==> config.mk <==
export PLATFORM = sky130hd
export DESIGN_NAME = dlock_seq
export DESIGN_NICKNAME = d
export VERILOG_FILES = /design/src/rtl/dlock_pkg.sv /design/src/rtl/dlock_dp.sv /design/src/rtl/dlock_ctrl.sv /design/src/rtl/dlock_seq.sv
export SDC_FILE = /design/constraint.sdc
export NUM_CORES = 1
export LEC_CHECK = 0
export ABC_CLOCK_PERIOD_IN_PS = 1550
export BUFFER_PORTS_ARGS = -buffer_cell sky130_fd_sc_hd__buf_2
export CAP_MARGIN = 20
export CORE_ASPECT_RATIO = 1.1
export CORE_MARGIN = 8
export CORE_UTILIZATION = 45
export CTS_CLUSTER_SIZE = 25
export DETAILED_ROUTE_END_ITERATION = 8
export PLACE_DENSITY = 0.64
export SLEW_MARGIN = 20
export SYNTH_ARGS = -nofsm -noshare
export SYNTH_HDL_FRONTEND = slang
export SYNTH_SLANG_ARGS = --single-unit
==> constraint.sdc <==
create_clock -name refClk -period 1.55 [get_ports refClk]
set_input_delay 0.155 -clock refClk [delete_from_list [all_inputs] [get_ports refClk]]
set_output_delay 0.155 -clock refClk [all_outputs]
set_load 0.03 [all_outputs]
==> src/rtl/dlock_pkg.sv <==
package dlock_pkg;

  typedef enum logic [1:0] {
    ST_OFF,
    ST_COUNT,
    ST_LOCKED
  } lockState_t;

  // control -> datapath strobes
  typedef struct packed {
    logic clrStable;
    logic cntEn;
  } seqCmd_t;

  // datapath -> control status
  typedef struct packed {
    logic edgeSeen;
    logic stopEv;
    logic countFull;
    logic enOk;
  } seqStat_t;

endpackage

==> src/rtl/dlock_dp.sv <==
module dlock_dp
  import dlock_pkg::*;
#(
  parameter int LOCK_CYCLES = 1024,
  parameter int ZQ_CYCLES   = 1024,
  parameter int STOP_TICKS  = 3,
  parameter int SYNC_STAGES = 2
) (
  input  logic     clk,
  input  logic     rst_n,
  input  logic     inClk,
  input  logic     dllEn,
  input  seqCmd_t  cmd,
  output seqStat_t stat,
  output logic     zqReq
);

  localparam int SW = $clog2(LOCK_CYCLES);
  localparam int ZW = $clog2(ZQ_CYCLES);
  localparam int GW = $clog2(STOP_TICKS + 1);
  localparam logic [SW-1:0] S_LAST = SW'(LOCK_CYCLES - 1);
  localparam logic [ZW-1:0] Z_LAST = ZW'(ZQ_CYCLES - 1);
  localparam logic [GW-1:0] G_LAST = GW'(STOP_TICKS - 1);
  localparam logic [GW-1:0] G_MAX  = GW'(STOP_TICKS);

  // synchronizers: clkPipe carries one extra history stage for edge detect
  logic [SYNC_STAGES:0]   clkPipe;
  logic [SYNC_STAGES-1:0] enPipe;

  always_ff @(posedge clk or negedge rst_n) begin
    if (!rst_n) begin
      clkPipe[0] <= 1'b0;
      enPipe[0]  <= 1'b0;
    end else begin
      clkPipe[0] <= inClk;
      enPipe[0]  <= dllEn;
    end
  end

  for (genvar i = 1; i <= SYNC_STAGES; i++) begin : g_clkSync
    always_ff @(posedge clk or negedge rst_n) begin
      if (!rst_n) clkPipe[i] <= 1'b0;
      else        clkPipe[i] <= clkPipe[i-1];
    end
  end

  for (genvar j = 1; j < SYNC_STAGES; j++) begin : g_enSync
    always_ff @(posedge clk or negedge rst_n) begin
      if (!rst_n) enPipe[j] <= 1'b0;
      else        enPipe[j] <= enPipe[j-1];
    end
  end

  logic edgeSeen;
  assign edgeSeen = clkPipe[SYNC_STAGES-1] & ~clkPipe[SYNC_STAGES];

  // gap timer: reference ticks since the last seen edge, saturating
  logic [GW-1:0] gapCnt;
  always_ff @(posedge clk or negedge rst_n) begin
    if (!rst_n)                gapCnt <= '0;
    else if (edgeSeen)         gapCnt <= '0;
    else if (gapCnt != G_MAX)  gapCnt <= gapCnt + 1'b1;
  end

  logic stopEv;
  assign stopEv = !edgeSeen && (gapCnt == G_LAST);

  // stable-run counter
  logic [SW-1:0] stableCnt;
  logic          countFull;
  assign countFull = (stableCnt == S_LAST);

  always_ff @(posedge clk or negedge rst_n) begin
    if (!rst_n)                                     stableCnt <= '0;
    else if (cmd.clrStable)                         stableCnt <= '0;
    else if (cmd.cntEn && edgeSeen && !countFull)   stableCnt <= stableCnt + 1'b1;
  end

  // impedance-update period counter
  logic [ZW-1:0] zqCnt;
  always_ff @(posedge clk or negedge rst_n) begin
    if (!rst_n) begin
      zqCnt <= '0;
      zqReq <= 1'b0;
    end else begin
      zqReq <= edgeSeen && (zqCnt == Z_LAST);
      if (stopEv)        zqCnt <= '0;
      else if (edgeSeen) zqCnt <= (zqCnt == Z_LAST) ? '0 : zqCnt + 1'b1;
    end
  end

  assign stat.edgeSeen  = edgeSeen;
  assign stat.stopEv    = stopEv;
  assign stat.countFull = countFull;
  assign stat.enOk      = enPipe[SYNC_STAGES-1];

endmodule

==> src/rtl/dlock_ctrl.sv <==
module dlock_ctrl
  import dlock_pkg::*;
(
  input  logic     clk,
  input  logic     rst_n,
  input  seqStat_t stat,
  output seqCmd_t  cmd,
  output logic     lockOut,
  output logic     latMode
);

  lockState_t state, stateNxt;

  always_comb begin
    stateNxt = state;
    if (!stat.enOk)       stateNxt = ST_OFF;
    else if (stat.stopEv) stateNxt = ST_COUNT;
    else begin
      case (state)
        ST_OFF:   stateNxt = ST_COUNT;
        ST_COUNT: if (stat.edgeSeen && stat.countFull) stateNxt = ST_LOCKED;
        default:  stateNxt = state;
      endcase
    end
  end

  always_ff @(posedge clk or negedge rst_n) begin
    if (!rst_n) state <= ST_OFF;
    else        state <= stateNxt;
  end

  // latency select moves only while not locked
  always_ff @(posedge clk or negedge rst_n) begin
    if (!rst_n)                  latMode <= 1'b1;
    else if (state != ST_LOCKED) latMode <= !stat.enOk;
  end

  assign cmd.clrStable = (state == ST_OFF) || stat.stopEv || !stat.enOk;
  assign cmd.cntEn     = (state == ST_COUNT);
  assign lockOut       = (state == ST_LOCKED);

endmodule

==> src/rtl/dlock_seq.sv <==
module dlock_seq
  import dlock_pkg::*;
#(
  parameter int LOCK_CYCLES = 1024,
  parameter int ZQ_CYCLES   = 1024,
  parameter int STOP_NS     = 30,
  parameter int REF_PS      = 10000,
  parameter int SYNC_STAGES = 2
) (
  input  logic refClk,
  input  logic rst_n,
  input  logic inClk,
  input  logic dllEn,
  output logic lockOut,
  output logic latMode,
  output logic zqReq
);

  localparam int STOP_TICKS = (STOP_NS * 1000 + REF_PS - 1) / REF_PS;

  seqCmd_t  cmd;
  seqStat_t stat;

  dlock_dp #(
    .LOCK_CYCLES (LOCK_CYCLES),
    .ZQ_CYCLES   (ZQ_CYCLES),
    .STOP_TICKS  (STOP_TICKS),
    .SYNC_STAGES (SYNC_STAGES)
  ) u_dp (
    .clk   (refClk),
    .rst_n (rst_n),
    .inClk (inClk),
    .dllEn (dllEn),
    .cmd   (cmd),
    .stat  (stat),
    .zqReq (zqReq)
  );

  dlock_ctrl u_ctrl (
    .clk     (refClk),
    .rst_n   (rst_n),
    .stat    (stat),
    .cmd     (cmd),
    .lockOut (lockOut),
    .latMode (latMode)
  );

endmodule

# Yosys cells after proc, flatten, opt, wreduce, memory -nomap -nowiden
# Index checks and enable logic that the tools add are counted.
# totals
wordCells	51
reg_bits	31
in_bits	4
# classes
bitwise_logic	2
n_reduce_logical	15
muxes	11
n_addsub	3
eq_ne	9
# ops
op	n
$mux W10	5
$add A10 B1 Y10 const B	2
$eq A10 B10 Y1 const B	2
$mux W2	5
$reduce_bool A2 Y1	3
$logic_and A1 B1 Y1	5
$eq A2 B2 Y1 const B	2
$ne A2 B2 Y1 const B	2
$ne A4 B2 Y1 const B	1
$ne A4 B3 Y1 const B	1
$pmux W2 S2	1
$logic_not A1 Y1	3
$add A2 B1 Y2 const B	1
$eq A2 B1 Y1 const B	1
$logic_not A2 Y1	1
$logic_or A1 B1 Y1	2
$reduce_and A2 Y1	1
$and A1 B1 Y1	1
$not A1 Y1	1

# Logic depth before layout (Yosys ltp)
# Gate-level depths: netlist of the first run.
# depth
depth_word	7
mapped_depth	6

# Modules after synthesis
# From an unflattened synthesis of the first run, not the netlist that was laid out.
# hier_totals
cells_unflattened	151
area_unflattened_um2	1552.7
# modules_own_cells
mod	cells_each	area_per_inst_um2	n_inst
dlock_dp	137	1402.6	1
dlock_ctrl	14	150.1	1

# Worst setup path before layout of the first run
# No wires, ideal clock.
# synth_timing
path_type	reg-to-reg
from	register u_dp.stableCnt[3]
to	register u_dp.stableCnt[7]
t_arrival_ns	1.495
path_buffers	1
path_slack_ns	-0.023
path_stages_with_launch	6
synth_period_minus_slack_ns	1.573
cell_sequence	dfrtp_1 and3_1 buf_6 and3_4 or4_1 a21oi_1
# synth_via
elab_chain_len	4
elab_cells_between_ends	7
# synth_rtl
element	line	text
from (decl)	dlock_dp.sv:69	logic [SW-1:0] stableCnt;
from (signal assigned)	dlock_dp.sv:76	else if (cmd.cntEn && edgeSeen && !countFull) stableCnt <= stableCnt + 1'b1;
branches (longest 4 deep; another with $add A10 B1 Y10)	n/a	
# Several ways; the timed one is not identified. The select of a mux whose other input is x is not followed.
# A chain may end at the register's enable or synchronous reset.

# Worst setup path in the final report of the first run
# layout_timing
from	register u_dp.stableCnt[8]
to	register u_dp.stableCnt[7]
# layout_via
elab_chain_len	4
# layout_rtl
element	line	text
$eq A10 B10 Y1	dlock_dp.sv:71	assign countFull = (stableCnt == S_LAST);
$logic_not A1 Y1	dlock_dp.sv:76	
$logic_and A1 B1 Y1	dlock_dp.sv:76	
$reduce_bool A2 Y1 (no source line)	n/a	
# No other way between the ends.

==> summary.txt, run 1 <==
Status
  – Status: completed

Clocking
  – Clock root buffer: clkbuf_4
  – CTS max path bufs: 2
  – CTS Buf Count: 5
  – CTS Sinks: 31
  – TritonCTS clock tree: done
  – Clock-pin slew on the worst setup and hold paths: roughly 0.11 ns
  – Clock latency on the worst-skew pair: ~0.33 ns
  – Clock H-tree levels: 2

STA
  – Worst-Margin Slew: about 0.69 ns
  – Min cycle time layout: approximately 1.5 ns
  – Final Setup Violations: 0
  – Final Hold Viols: 0
  – RSZ-0062 raised after global routing: yes
  – Worst setup margin: around 0.0051 ns
  – Period Utilization, post-route: roughly 100%
  – Setup TNS Final: 0 ns
  – Worst rel slew slack: between 50% and 60%
  – Max Clock Freq: roughly 0.65 GHz
  – Final Max Slew Viols: 0
  – Skew final: 0.0116 ns

Synth
  – Synth Net Count: 160
  – Yosys cell types: 42
  – Most common cell in the netlist: dfrtp_1
  – Synth area leader: dfrtp_1
  – Async set-or-reset flop fraction in the synthesized netlist: 100%
  – Mapped Cells: about 150
  – EDFF count, synth: 0
  – Syn Area/Cell: about 10 µm²
  – Syn. warnings: 0
  – Most used flip-flop cell after synthesis: dfrtp_1
  – Post-synthesis sequential area ratio: 51.2%
  – Synth top area cells: dfrtp_1 50%, o21ai_0 4.0%, nand2_1 3.7%
  – Commonest cells in the netlist: 30 x dfrtp_1, 15 x nand2_1, 12 x nor2_1, 12 x o21ai_0, 11 x a21oi_1
  – Area fraction of the dominant cell type after synthesis: between 40% and 50%
  – Flop and latch count out of synthesis: 31
  – Syn Std Cell Area: ~1500 µm²

Placed design
  – HPWL Detailed: 2130 µm
  – # port buffers: 6
  – Final RePlAce weighted congestion: around 0.83
  – Pre-CTS setup slack: 0.0153 ns
  – Area after DPL: 1700 µm²

Die
  – Io pins: 7
  – Die width: between 70 and 80 µm
  – Initial core utilization: 46.3%
  – Core footprint: around 3300 µm²
  – Row count: 22
  – Die area: ~5500 µm²
  – Die height: approximately 77 µm

Route
  – DRC Markers: 0
  – Top Layer Used: met4
  – DR WL/cell: around 14 µm
  – Routed wl met2: between 1500 and 2000 µm
  – Via count: between 1000 and 1500
  – Met3 WL post-DR: slightly below 100 µm
  – Antenna viol nets, final: 0
  – TritonRoute pass-1 iters: 4
  – DR iter-0 viols: a little under 60
  – Routed met1 length: between 1000 and 1500 µm
  – Final WL: 3190 µm
  – Via/cell ratio: ~5.6

Cells and area
  – Post-layout util: 57.2%
  – Area taken by multi-input logic gates: approximately 720 µm²
  – Syn-to-layout area delta: 23.6%
  – Post-Layout Inst Area: between 1500 and 2000 µm²
  – Filler cells: just under 300
  – Antenna Cells: 0
  – Storage cell area: about 780 µm²
  – Fraction of layout cells with a size suffix above 1: around a quarter
  – Fin nets: 193

Pwr
  – Pint: between 0.001 and 0.0015 W
  – Static leakage: a little over 0.8 nW
  – Switching Fraction: a little over a quarter
  – Clock network fraction of total power: 34.5%
  – Power per Cell Area: roughly 1000 nW/µm²
  – Sw power: between 0.0005 and 0.0006 W
  – Total power: just under 0.002 W
  – Sequential power share: 47.5%
  – Combinational share of power: between 10% and 20%
  – Max IR drop VDD: 0.821 mV

Critical path
  – CP Max Fanout: 6
  – Worst path cell trace: and4_4 -> and3_4 -> or4_1 -> a21oi_2
  – Critical Path End Type: register
  – Worst Path Arrival: ~1.8 ns
  – Reg2Reg Setup Slack: 0.005 ns
  – Req. time, crit path: approximately 1.8 ns
  – Crit-path max cell delay: approximately 0.51 ns
  – Crit-path slowest cell: or4_1
  – CP Class: reg -> reg
  – Crit start category: register

Global routing
  – Number of antenna violations at the first check in global routing: 0
  – Vias in the first global route: about 1200
  – GRT Util Overall: 12.4%
  – First-pass GRT wire length: between 5000 and 6000 µm
  – Global route overflow: 0
  – Largest net degree at the start of global routing: 32

Worst hold path
  – HP Class: reg -> reg

Job
  – Maxcap violations: 0
## placed cells by master, fill, tap and decap left out, drive strengths merged, types with 2 or more instances in the layout
cell         Yosys  routed
a21oi           11      11
and2             2       2
and3             3       3
buf              2      29
clkbuf           4       6
dfrtp           30      30
dlygate4sd3      0       3
ha               4       4
inv              4       4
nand2           15      15
nand2b           2       2
nand3            7       7
nand4            6       6
nor2            12      12
nor3             2       2
o21ai           12      12
o31ai            6       6
or3              4       4
or4              3       3
xor2             4       4
## power by group through the flow
stage               Clock (W)  Sequential [W]  Combinational [W]
detailed placement          0        0.000947           0.000306
floorplan                   0        0.000939           0.000195
finish               0.000675        0.000930           0.000352
global placement            0        0.000940           0.000292
global route         0.000731        0.000940           0.000399
CTS                  0.000693        0.000932           0.000313
## timing repair
item / 4_1_cts / 5_1_grt
endpoints found under the setup margin: 0 / 10
hold buffers: 3 / 0
setup buffers: 0 / 5
gates resized for setup: 0 / 8
hold endpoints to repair: 32 / 0
## per-layer routing
layer / vias to the layer above / global-route usage, %
li1: 619 / -
met1: 607 / 14.9
met2: 12 / 19.8
met3: 7 / 4.42
met4: 0 / 4.79
met5: - / 0
## worst max-delay path: cells and delay by family, from the launching register on
| kind | cells | cell delay, ns |
|---|---|---|
| and+or+nand+nor | 3 | 0.92 |
| DFF | 1 | 0.43 |
| AOI/OAI and AO/OA | 1 | 0.13 |
## metrics by stage
stage,hold slack (ns),cells
floorplan,-0.141,152
global placement,0.233,207
detailed placement,0.244,207
CTS,0.364,218
global route,0.377,222
finish,0.360,222
## worst paths after layout
kind	end	cells past startpoint	startpoint
worst max-delay path	u_dp.stableCnt[7]	4	u_dp.stableCnt[8]
worst min-delay path	u_dp.clkPipe[1]	0	u_dp.clkPipe[0]
worst max register to register	u_dp.stableCnt[7]	4	u_dp.stableCnt[8]
worst min register to register	u_dp.clkPipe[1]	0	u_dp.clkPipe[0]
max in group asynchronous	u_dp.gapCnt[1]	2	rst_n
min in group asynchronous	u_dp.stableCnt[9]	2	rst_n
## state kept, by name, indices dropped and copies added (netlist names), 2 cells and up
register,flops
u_dp.zqCnt,10
u_dp.gapCnt,2
u_ctrl.state,2
u_dp.clkPipe,3
u_dp.stableCnt,10
## logic make-up after synthesis
logic type | synth area share (%)
simple gates | 23.0
fa+ha+maj | 3.30
flops | 51.2
compound gates | 16.3
buf+inv | 3.22
xor+xnor | 2.89
## cell type report
type | count | area share [%]
Clock inverter | 2 | 1.87
Inverter | 4 | 0.801
Multi-Input combinational cell | 111 | 38.3
Timing Repair Buffer | 32 | 12.4
Sequential cell | 31 | 41.5
Tap cell | 36 | 2.40
Clock buffer | 6 | 2.74
Power figures use the tool's default switching activity.
==> inputs of run 2 (changes only) <==
Settings changed: ABC_CLOCK_PERIOD_IN_PS 1550 to 2000, CORE_MARGIN 8 to 1, PLACE_DENSITY 0.64 to 0.61, SLEW_MARGIN 20 to not set.
Clock period 1.55 ns to 2 ns, I/O delays scaled along.
==> summary.txt, run 2 (synthesized netlist as in run 1, its figures left out) <==
STA
  – Worst rel slew slack: 55.4% (+1.4 points)
  – Min Hold Slack: 0.350 ns (-0.00973 ns)
  – Final Setup Violations: 0 (unchanged)
  – Skew final: 0.0164 ns (+0.00483 ns)
  – Final Hold Viols: 0 (unchanged)
  – Setup TNS Final: 0 ns (unchanged)
  – RSZ-0062 raised after global routing: no
  – Min cycle time layout: 1.67 ns (+0.124 ns)
  – Max Clock Freq: 0.599 GHz (-7.4%)
  – Final Max Slew Viols: 0 (unchanged)
  – Worst-Margin Slew: 0.670 ns (-0.0207 ns)
  – Period Utilization, post-route: 83.5% (-16 points)

Job
  – Maxcap violations: 0 (unchanged)

Critical path
  – R2R cell count: 4 (unchanged)
  – Worst r2r src: u_dp.stableCnt[3]
  – CP Capture Point: u_dp.stableCnt[7]
  – CP Class: reg -> reg
  – Critical Path End Type: register
  – Worst Setup SP: u_dp.stableCnt[3]
  – Crit start category: register
  – CP Max Fanout: 8 (+2)
  – Reg2Reg Setup Slack: 0.33 ns (+0.33 ns)
  – Worst R2R End: u_dp.stableCnt[7]
  – Worst Path Arrival: 1.91 ns (+0.10 ns)
  – Req. time, crit path: 2.24 ns (+0.42 ns)

Clocking
  – Clock H-tree levels: 2 (unchanged)
  – CTS Sinks: 31 (unchanged)
  – Post-CTS setup buffer count: 0 (unchanged)
  – Clock-pin slew on the worst setup and hold paths: 0.08 ns (-0.03 ns)
  – CTS Buf Count: 5 (unchanged)
  – Clock latency on the worst-skew pair: 0.33 ns (about the same)
  – TritonCTS clock tree: done
  – CTS max path bufs: 2 (unchanged)
  – Clock root buffer: clkbuf_4

Global routing
  – First-pass GRT wire length: 5310 µm (-3.1%)
  – Global route overflow: 0 (unchanged)
  – Vias in the first global route: 1221 (+1.1%)
  – GRT Util Overall: 19.4% (+7.0 points)
  – Largest net degree at the start of global routing: 32 (unchanged)
  – Number of antenna violations at the first check in global routing: 0 (unchanged)

Cells and area
  – Top flop regs: u_dp.stableCnt: 10 flops, u_dp.zqCnt: 10 flops, u_dp.clkPipe: 3 flops
  – Fraction of layout cells with a size suffix above 1: 10.9% (-15 points)
  – Post-layout util: 52.7% (-4.5 points)
  – Most common cell after layout, fill and taps aside: dfrtp_1
  – Cell Count, Final, Fillers Out: 199 (-10%)
  – Filler cells: 265 (-11%)
  – Antenna Cells: 0 (unchanged)
  – Commonest cells after routing, fill and taps aside: 30 x dfrtp_1, 15 x nand2_1, 12 x nor2_1, 12 x o21ai_0, 11 x a21oi_1
  – Fin nets: 172 (-11%)
  – Syn-to-layout area delta: 8.75%

Die
  – Die width: 57.4 µm (-20%)
  – Die height: 62.9 µm (-18%)
  – Initial core utilization: 48.5% (+2.2 points)
  – Core footprint: 3130 µm² (-4.5%)
  – Die area: 3610 µm² (-34%)
  – Io pins: 7 (unchanged)
  – Row count: 21 (-4.5%)

Placed design
  – Placed cells: 188 (-9.2%)
  – # port buffers: 6 (unchanged)
  – Final RePlAce weighted congestion: 0.847 (+1.6%)
  – HPWL Detailed: 2040 µm (-4.0%)

Pwr
  – Max IR drop VDD: 0.350 mV (-57%)
  – Power per Cell Area: 769 nW/µm² (-26%)
  – Static leakage: 0.701 nW (-15%)
  – Total power: 0.00127 W (-35%)

Route
  – DR WL/cell: 14.4 µm (+0.24%)
  – DR iter-0 viols: 54 (-6.9%)
  – Final WL: 2870 µm (-10%)
  – Via count: 1163 (-6.6%)
  – DRC Markers: 0 (unchanged)
  – TritonRoute pass-1 iters: 4 (unchanged)
  – Via/cell ratio: 5.84 (+4.2%)
  – Antenna viol nets, final: 0 (unchanged)

Worst hold path
  – HP Class: reg -> reg
  – Min-delay src: u_dp.clkPipe[0]

Status
  – Status: completed
## run 2: routing by layer
layer	track usage [%]	part of all wire [%]	vias up
met5	0	0	-
met4	10.7	3.2	0
met3	5.80	2.8	11
met2	32.3	51	14
met1	21.9	43	560
li1	-	-	578
## run 2: worst max-delay path, stage by stage (launching register included)
cell,delay [ns]
dfrtp_1,0.42
and3_1,0.28
and3_4,0.22
or4_1,0.49
a21oi_1,0.17
## run 2: through the flow
step                cell area, µm²  setup slack (ns)
floorplan                     1520             0.427
global placement              1570             0.394
detailed placement            1570             0.343
CTS                           1650             0.326
global route                  1650             0.230
finish                        1650             0.331
## run 2: power by group
group / switching, W / total, W / internal [W]
clock: 0.000196 / 0.000336 / 0.000140
combinational: 0.000126 / 0.000209 / 0.0000832
sequential: 0.0000446 / 0.000724 / 0.000679
total: 0.000367 / 0.00127 / 0.000902
## run 2: what timing repair did
item                                    in CTS  in global routing
hold buffers                                 3                  0
endpoints found under the setup margin       0                  0
endpoints found under the hold margin       32                  0
gates resized for setup                      0                  0
## run 2: layout make-up
| type | count | area [µm²] | area share, % |
|---|---|---|---|
| clock buffer | 8 | 48.8 | 2.96 |
| tap | 34 | 42.5 | 2.58 |
| inverter | 4 | 15.0 | 0.910 |
| multi-input combinational | 111 | 691 | 41.9 |
| sequential | 31 | 777 | 47.1 |
| timing repair buffer | 11 | 75.1 | 4.55 |
## run 2: worst min-delay path by stage
stage	cells past startpoint	to	slack, ns
after floorplan	0	u_ctrl.state[0]	-0.1
after detailed placement	1	u_dp.zqReq	0.28
after global placement	1	u_dp.zqReq	0.28
after global routing	0	u_dp.stat[0]	0.37
after CTS	0	u_dp.clkPipe[1]	0.36
final	0	u_dp.clkPipe[1]	0.35
==> inputs of run 3 (changes only) <==
Settings changed: ABC_CLOCK_PERIOD_IN_PS 2000 to 1460, PLACE_DENSITY 0.61 to 0.64.
Clock period 2 ns to 1.46 ns, I/O delays scaled along.
==> summary.txt, run 3 (synthesized netlist as in run 1, its figures left out) <==
STA
  – Period Utilization, post-route: 103% (+19 points)
  – Skew final: 0.0118 ns (-0.00459 ns)
  – RSZ-0062 raised after global routing: yes
  – Worst setup margin: -0.0365 ns (-0.367 ns)
  – Worst rel slew slack: 54.8% (-0.59 points)
  – Max Clock Freq: 0.668 GHz (+12%)
  – Final Max Slew Viols: 0 (unchanged)
  – Final Setup Violations: 2 (+2)
  – Final Hold Viols: 0 (unchanged)
  – Worst-Margin Slew: 0.678 ns (+0.00880 ns)
  – Min cycle time layout: 1.50 ns (-0.173 ns)

Critical path
  – Req. time, crit path: 1.73 ns (-0.51 ns)
  – Crit-path max cell delay: 0.44 ns (-0.05 ns)
  – Crit start category: register
  – Crit-path slowest cell: or4_4
  – Critical Path End Type: register
  – Buf/Inv on CP: 0 (unchanged)
  – R2R cell count: 4 (unchanged)
  – CP Class: reg -> reg
  – CP Max Fanout: 7 (-1)
  – Worst path cell trace: and4bb_2 -> nand4_4 -> or4_4 -> a21oi_2
  – CP top delay family: simple AND/OR/NAND/NOR gates
  – Worst path depth: 4 (unchanged)
  – Worst Path Arrival: 1.76 ns (-0.15 ns)

Cells and area
  – Antenna Cells: 0 (unchanged)
  – Filler cells: 244 (-7.9%)
  – Fraction of layout cells with a size suffix above 1: 34.8% (+24 points)
  – Syn-to-layout area delta: 32.5%
  – Commonest cells after routing, fill and taps aside: 35 x buf_4, 30 x dfrtp_1, 15 x nand2_1
  – Post-Layout Inst Area: 2010 µm² (+22%)
  – Most common cell after layout, fill and taps aside: buf_4
  – Fin nets: 205 (+19%)
  – Top flop regs: u_dp.stableCnt: 10 flops, u_dp.zqCnt: 10 flops, u_dp.clkPipe: 3 flops

Global routing
  – GRT Util Overall: 20.8% (+1.3 points)
  – Vias in the first global route: 1315 (+7.7%)
  – Number of antenna violations at the first check in global routing: 0 (unchanged)
  – Largest net degree at the start of global routing: 32 (unchanged)
  – Global route overflow: 0 (unchanged)
  – First-pass GRT wire length: 5730 µm (+7.8%)

Clocking
  – Clock H-tree levels: 2 (unchanged)
  – Clock-pin slew on the worst setup and hold paths: 0.09 ns (about the same)
  – CTS max path bufs: 2 (unchanged)
  – TritonCTS clock tree: done
  – CTS Buf Count: 5 (unchanged)
  – CTS Sinks: 31 (unchanged)
  – Clock latency on the worst-skew pair: 0.34 ns (about the same)
  – Clock root buffer: clkbuf_4

Route
  – Via/cell ratio: 5.81 (-0.65%)
  – Antenna viol nets, final: 0 (unchanged)
  – Via count: 1347 (+16%)
  – TritonRoute pass-1 iters: 4 (unchanged)
  – DR iter-0 viols: 71 (+31%)
  – DR WL/cell: 14.1 µm (-2.0%)
  – Final WL: 3280 µm (+14%)
  – DRC Markers: 0 (unchanged)

Die
  – Die height: 62.9 µm (unchanged)
  – Die area: 3610 µm² (unchanged)
  – Die width: 57.4 µm (unchanged)
  – Initial core utilization: 48.5% (unchanged)
  – Io pins: 7 (unchanged)
  – Row count: 21 (unchanged)
  – Core footprint: 3130 µm² (unchanged)

Pwr
  – Max IR drop VDD: 0.849 mV (+140%)
  – Static leakage: 0.890 nW (+27%)
  – Power per Cell Area: 1030 nW/µm² (+34%)

Placed design
  – HPWL Detailed: 2160 µm (+5.9%)
  – Pre-CTS setup slack: -0.0303 ns (-0.374 ns)
  – Final RePlAce weighted congestion: 0.864 (+2.1%)
  – Area after DPL: 1770 µm² (+12%)
  – # port buffers: 6 (unchanged)

Job
  – Maxcap violations: 0 (unchanged)

Worst hold path
  – HP Class: reg -> reg
  – Worst Hold Depth: 0 (unchanged)

Status
  – Failing checks: setup timing
  – Status: finished with violations
run 3: per-stage QoR:
step                utilization (%)  total power, W  std cells  hold WS [ns]  setup TNS, ns
floorplan                         -         0.00120        152        -0.150         -0.154
global placement               56.5         0.00132        214         0.219              0
detailed placement             56.5         0.00133        214         0.231        -0.0805
CTS                            60.9         0.00206        226         0.367        -0.0526
global route                   64.3         0.00222        232         0.374         -0.334
finish                         64.3         0.00207        232         0.363        -0.0606
run 3: area by class of cell:
cell class	count	area, µm²	share of cell area (%)
clock inverter	2	35.0	1.74
multi-input combinational	111	766	38.1
sequential	31	777	38.7
timing repair buffer	44	323	16.1
clock buffer	6	51.3	2.55
tap	34	42.5	2.12
inverter	4	15.0	0.747
run 3: worst register-to-register path, cell delays in order (launching register included):
cell and delay, ns:
dfrtp_1 0.39, and4bb_2 0.35, nand4_4 0.13, or4_4 0.44, a21oi_2 0.12
run 3: final timing paths:
check	slack [ns]	end	startpoint
min reg2reg	0.36	u_dp.stat[0]	u_dp.enPipe[0]
min	0.36	u_dp.stat[0]	u_dp.enPipe[0]
max in group asynchronous	0.65	u_dp.stableCnt[2]	rst_n
max reg2reg	-0.04	u_dp.stableCnt[5]	u_dp.clkPipe[2]
min in group asynchronous	0.37	u_dp.zqCnt[4]	rst_n
max	-0.04	u_dp.stableCnt[5]	u_dp.clkPipe[2]
run 3: repair_timing:
action / in CTS / in global routing
hold buffers: 3 / 0
setup buffers: 1 / 6
hold endpoints to repair: 32 / 0
endpoints found under the setup margin: 7 / 17
resized for setup: 5 / 16
pin swaps: 1 / 9
run 3: per-layer routing:
metal	vias up	share of wire, %	track usage [%]	routed length [µm]
li1	649	-	-	-
met1	660	44	24.7	1460
met2	30	50	34.2	1640
met3	8	3.5	6.21	115
met4	0	1.9	9.15	62
met5	-	0	0	0
run 3: power breakdown:
group,switching [W],internal (W),total (W)
Combinational,0.000199,0.000177,0.000376
Clock,0.000296,0.000404,0.000701
Sequential,0.0000649,0.000930,0.000995
